<file path="config.mk">
export PLATFORM = sky130hd
export DESIGN_NAME = boot_remap_dec
export DESIGN_NICKNAME = d
export VERILOG_FILES = /design/src/rtl/boot_remap_pkg.sv /design/src/rtl/boot_remap_cfg.sv /design/src/rtl/boot_remap_win.sv /design/src/rtl/boot_remap_alias.sv /design/src/rtl/boot_remap_dec.sv
export SDC_FILE = /design/constraint.sdc
export NUM_CORES = 1
export LEC_CHECK = 0
export ABC_AREA = 1
export BUFFER_PORTS_ARGS = -buffer_cell sky130_fd_sc_hd__buf_2
export CAP_MARGIN = 20
export CORE_MARGIN = 2
export CORE_UTILIZATION = 42
export DETAILED_ROUTE_END_ITERATION = 10
export GPL_TIMING_DRIVEN = 0
export PLACE_DENSITY_LB_ADDON = 0.05
export SYNTH_ARGS = -nofsm -noshare
export SYNTH_HDL_FRONTEND = slang
export SYNTH_SLANG_ARGS = --single-unit
</file>
<file path="constraint.sdc">
create_clock -name clk_i -period 4.9 [get_ports clk_i]
set_input_delay 1.47 -clock clk_i [delete_from_list [all_inputs] [get_ports clk_i]]
set_output_delay 1.47 -clock clk_i [all_outputs]
set_load 0.03 [all_outputs]
</file>
<file path="src/rtl/boot_remap_pkg.sv">
package boot_remap_pkg;
  localparam int unsigned ADDR_W = 32;

  typedef enum logic [1:0] {
    TGT_ROM   = 2'd0,
    TGT_RAM   = 2'd1,
    TGT_SDRAM = 2'd2,
    TGT_ERR   = 2'd3
  } tgt_e;

  typedef struct packed {
    tgt_e              tgt;
    logic [ADDR_W-1:0] off;
  } route_t;
endpackage

</file>
<file path="src/rtl/boot_remap_cfg.sv">
module boot_remap_cfg
  import boot_remap_pkg::*;
#(
  parameter logic [ADDR_W-1:0] FILT_RST = 32'h0010_0000
) (
  input  logic              clk_i,
  input  logic              rst_ni,
  input  logic              we_i,
  input  logic              sel_i,
  input  logic [ADDR_W-1:0] wdata_i,
  output logic [ADDR_W-1:0] filter_o,
  output logic              remap_o
);
  always_ff @(posedge clk_i or negedge rst_ni) begin
    if (!rst_ni) begin
      filter_o <= FILT_RST;
      remap_o  <= 1'b0;
    end else if (we_i) begin
      if (sel_i) remap_o  <= wdata_i[0];
      else       filter_o <= wdata_i;
    end
  end
endmodule

</file>
<file path="src/rtl/boot_remap_win.sv">
module boot_remap_win
  import boot_remap_pkg::*;
#(
  parameter logic [ADDR_W-1:0] WIN_SIZE = 32'h0010_0000,
  parameter logic [ADDR_W-1:0] MEM_SIZE = 32'h0001_0000
) (
  input  logic [ADDR_W-1:0] addr_i,
  input  logic              cpu_i,
  input  logic [ADDR_W-1:0] filter_i,
  input  logic              remap_i,
  output logic              hit_o,
  output route_t            route_o
);
  localparam logic [ADDR_W-1:0] MEM_MASK = MEM_SIZE - 32'd1;

  assign hit_o = addr_i < WIN_SIZE;

  // level 1: filter hands the window to SDRAM; level 2: remap picks ROM/RAM
  always_comb begin
    route_o = '{tgt: TGT_ERR, off: '0};
    if (cpu_i && (addr_i >= filter_i)) begin
      route_o = '{tgt: TGT_SDRAM, off: addr_i};
    end else if (addr_i < MEM_SIZE) begin
      route_o.tgt = (!cpu_i || remap_i) ? TGT_RAM : TGT_ROM;
      route_o.off = addr_i & MEM_MASK;
    end
  end
endmodule

</file>
<file path="src/rtl/boot_remap_alias.sv">
module boot_remap_alias
  import boot_remap_pkg::*;
#(
  parameter logic [ADDR_W-1:0] BASE = 32'hFFFD_0000,
  parameter logic [ADDR_W-1:0] SIZE = 32'h0001_0000
) (
  input  logic [ADDR_W-1:0] addr_i,
  output logic              hit_o,
  output logic [ADDR_W-1:0] off_o
);
  logic [ADDR_W-1:0] diff;

  assign diff  = addr_i - BASE;
  assign hit_o = (addr_i >= BASE) && (diff < SIZE);
  assign off_o = hit_o ? diff : '0;
endmodule

</file>
<file path="src/rtl/boot_remap_dec.sv">
module boot_remap_dec
  import boot_remap_pkg::*;
#(
  parameter logic [ADDR_W-1:0] WIN_SIZE  = 32'h0010_0000,
  parameter logic [ADDR_W-1:0] MEM_SIZE  = 32'h0001_0000,
  parameter logic [ADDR_W-1:0] ROM_BASE  = 32'hFFFD_0000,
  parameter logic [ADDR_W-1:0] RAM_BASE  = 32'hFFFF_0000,
  parameter logic [ADDR_W-1:0] SDRAM_TOP = 32'hC000_0000,
  parameter logic [ADDR_W-1:0] FILT_RST  = 32'h0010_0000
) (
  input  logic              clk_i,
  input  logic              rst_ni,
  input  logic              cfg_we_i,
  input  logic              cfg_sel_i,
  input  logic [ADDR_W-1:0] cfg_wdata_i,
  input  logic              req_valid_i,
  input  logic              req_cpu_i,
  input  logic [ADDR_W-1:0] req_addr_i,
  output logic              sel_rom_o,
  output logic              sel_ram_o,
  output logic              sel_sdram_o,
  output logic              dec_err_o,
  output logic [ADDR_W-1:0] offset_o
);
  localparam int unsigned NALIAS = 2;
  localparam logic [ADDR_W-1:0] ALIAS_BASE [NALIAS] = '{ROM_BASE, RAM_BASE};
  localparam tgt_e               ALIAS_TGT  [NALIAS] = '{TGT_ROM, TGT_RAM};

  logic [ADDR_W-1:0] filter_q;
  logic              remap_q;
  logic              win_hit;
  route_t            win_route;
  logic [NALIAS-1:0]             alias_hit;
  logic [NALIAS-1:0][ADDR_W-1:0] alias_off;
  route_t            route;

  boot_remap_cfg #(.FILT_RST(FILT_RST)) u_cfg (
    .clk_i   (clk_i),
    .rst_ni  (rst_ni),
    .we_i    (cfg_we_i),
    .sel_i   (cfg_sel_i),
    .wdata_i (cfg_wdata_i),
    .filter_o(filter_q),
    .remap_o (remap_q)
  );

  boot_remap_win #(.WIN_SIZE(WIN_SIZE), .MEM_SIZE(MEM_SIZE)) u_win (
    .addr_i  (req_addr_i),
    .cpu_i   (req_cpu_i),
    .filter_i(filter_q),
    .remap_i (remap_q),
    .hit_o   (win_hit),
    .route_o (win_route)
  );

  for (genvar g = 0; g < NALIAS; g++) begin : g_alias
    boot_remap_alias #(.BASE(ALIAS_BASE[g]), .SIZE(MEM_SIZE)) u_alias (
      .addr_i(req_addr_i),
      .hit_o (alias_hit[g]),
      .off_o (alias_off[g])
    );
  end

  always_comb begin
    route = '{tgt: TGT_ERR, off: '0};
    if (win_hit) begin
      route = win_route;
    end else if (req_addr_i < SDRAM_TOP) begin
      route = '{tgt: TGT_SDRAM, off: req_addr_i};
    end else begin
      for (int i = 0; i < NALIAS; i++) begin
        if (alias_hit[i]) route = '{tgt: ALIAS_TGT[i], off: alias_off[i]};
      end
    end
  end

  assign sel_rom_o   = req_valid_i && (route.tgt == TGT_ROM);
  assign sel_ram_o   = req_valid_i && (route.tgt == TGT_RAM);
  assign sel_sdram_o = req_valid_i && (route.tgt == TGT_SDRAM);
  assign dec_err_o   = req_valid_i && (route.tgt == TGT_ERR);
  assign offset_o    = (req_valid_i && route.tgt != TGT_ERR) ? route.off : '0;
endmodule

</file>
==> results.toml <==
[synth]
synth_fp_nets = 538
synth_area_per_cell_um2 = 6.93
synth-seq-area-share_pct = 27.6
ys_types = 35
synth_edf_count = 0
ys_ff_latch = 33
synthArstFlopShare_pct = 100
netlist_area_mm2 = 0.00300
synthFlopType = "dfrtp_1"
netlist_instances = 433
yosys_warnings = 0

[cells_and_area]
stdcell_count = 649
antenna_cells = 0
drive_above_1_share_pct = 28.8
layout_commonest_cell = "nand2_1"
n_fill_cell = 700
layout.cells.most_common_list = "92 x nand2_1, 89 x buf_2, 73 x inv_1"
syn_to_final_growth_pct = 31.7
multi_input_area_mm2 = 0.00190
final_area_mm2 = 0.00395
nets = 657
final_util_pct = 57.5
seq_area_um2 = 827

[clock_network]
cts_hold_buf = 0
ctsHtreeMaxLevel = 2
cts-root-buf = "clkbuf_8"
cts_made_buffers = 5
clkSinkCount = 33
clk_latency_ns = 0.28
cts_buffer_depth = 2
clk_pin_slew_ns = 0.07
cts_tree = "yes"

[setup_path]
crit_chain = "buf_2, ha_1, nand2_1, nor2_2, nand4_1, nor2_2, nand2_1, nand3_4, nand2_4, nand3_4, nand3_4, clkbuf_16, nor2_4, buf_4"
path_buf_inv = 3
critical_path_class = "input pin to primary output"
r2r_slack_ns = 4.15
cpPeakStageDelay_ns = 0.30
cp_common_cell = "nand3_4"
crit_path_end_kind = "primary output"
required_ns = 3.43
crit_fanout = 6
start_kind = "input pin"
slowest_stage = "ha_1"
path_delay_family = "simple AND/OR/NAND/NOR gates"
cp.arrival_ns = 3.32

[drt]
drt_pass1_iterations = 4
wl_um = 7860
route.vias.total = 3080
wl_per_cell_um = 12.1
viasPerCell = 4.75
drtIter0Drc = 118
ant_nets = 0
drc = 0

[placement]
placed_cells = 633
place_area_mm2 = 0.00364
place_congestion = 0.791
dp_hpwl_um = 6180
port_buffers = 104

[timing]
max_freq_mhz = 209
slew_violations = 0
hold_violations = 0
max-slew-margin-rel_pct = 47.6
period_needed_ns = 4.79
finalSetupViolCount = 0
skew_ns = 0
tightest_slew_ns = 0.786
grt_setup_unrepaired = "false"
min_period_over_period_pct = 97.7

[grt]
globalRoute.totalOverflow = 0
grt_pass1_vias = 2667
antenna_found_initial = 0
grt_max_degree = 34
track_usage_pct = 19.8
grt_pass1_wl_um = 12200

[power]
pwr-share-clk_pct = 24.2
vdd_ir_drop_max_mv = 0.136
p_seq_share_pct = 37.3
power.switching_fraction_pct = 37.1
p_int_mw = 0.532
p_total_mw = 0.846
switchingPower_mw = 0.314
p_leak_nw = 2.27
pwr-share-comb_pct = 38.5
p_per_area_mw_per_mm2 = 214

[floorplanning]
dieArea_mm2 = 0.00783
row_count = 30
core-area_mm2 = 0.00687
die_w_um = 88.5
io_pins = 106
die_h_um = 88.5
start_util_pct = 43.7

[worst_hold_path]
hold_path_class = "register to register"

[run_status]
status = "completed"

[flow_run]
cap_violations = 0
[sequential cells by signal (all words and copies together), names as in the netlist]
register	flops
u_cfg.filter_o	32
u_cfg.remap_o	1
[Yosys cell counts, types with 7 or more instances]
master | count | area [µm²]
a21oi_1 | 47 | 235
clkbuf_1 | 7 | 26.3
dfrtp_1 | 32 | 801
ha_1 | 35 | 438
inv_1 | 74 | 278
nand2_1 | 93 | 349
nand3_1 | 11 | 55.1
nand4_1 | 19 | 119
nor2_1 | 58 | 218
nor2_4 | 12 | 135
o21ai_0 | 8 | 40.0
[routing by layer]
layer	global-route usage [%]	wire, µm	vias to the layer above
li1	-	-	1619
met1	28.5	3810	1390
met2	31.9	3660	67
met3	3.08	340	4
met4	3.72	53	0
met5	0	0	-
[path summary, 6_finish.rpt]
| kind | start | end | cells past startpoint |
|---|---|---|---|
| min in group asynchronous | rst_ni | u_cfg.filter_o[24] | 1 |
| setup reg to reg | u_cfg.filter_o[20] | u_cfg.filter_o[20] | 2 |
| setup / recovery | req_addr_i[23] | offset_o[21] | 14 |
| hold / removal | u_cfg.filter_o[20] | u_cfg.filter_o[20] | 2 |
| max in group asynchronous | rst_ni | u_cfg.filter_o[17] | 1 |
| hold reg to reg | u_cfg.filter_o[20] | u_cfg.filter_o[20] | 2 |
[stage by stage]
step / setup WS [ns] / TNS [ns] / hold WS [ns]
final: 0.112 / 0 / 0.484
after global routing: 0.00149 / 0 / 0.499
after CTS: 0.0109 / 0 / 0.485
after detailed placement: -0.209 / -3.57 / 0.474
after global placement: -0.168 / -2.78 / 0.468
after floorplan: 0.121 / 0 / 0.454
[power by group through the flow]
stage / Clock, mW / Sequential [mW] / Combinational [mW]
2_1_floorplan: 0 / 0.318 / 0.203
3_3_place_gp: 0 / 0.320 / 0.294
3_5_place_dp: 0 / 0.321 / 0.300
4_1_cts: 0.211 / 0.315 / 0.311
5_1_grt: 0.221 / 0.319 / 0.370
6_report: 0.205 / 0.315 / 0.326
[repair_timing]
item                       in CTS  in global routing
cloned                          0                  1
pin swaps                       2                  6
resized for setup              20                 22
setup buffers                   1                  6
hold endpoints to repair        0                  0
setup endpoints to repair      26                 26
[worst reg2reg max path: stages (launching register included)]
cell and delay (ns):
dfstp_2 0.52, inv_1 0.05, a21oi_1 0.12
[cells by family after synthesis]
family          Yosys count  share of synthesized area [%]
compound gates           63                           11.5
flops                    33                           27.6
xor+xnor                  4                           1.17
simple gates            208                           33.3
buf+inv                  90                           11.8
fa+ha+maj                35                           14.6
[final cells by class]
class | count | share of cell area (%)
clock inverter | 3 | 0.443
sequential | 33 | 20.9
inverter | 78 | 7.41
timing repair buffer | 112 | 16.3
buffer | 12 | 1.96
multi-input combinational | 310 | 48.1
clock buffer | 5 | 1.74
tap | 96 | 3.04
Note: power is estimated with default switching activity, not from simulation.
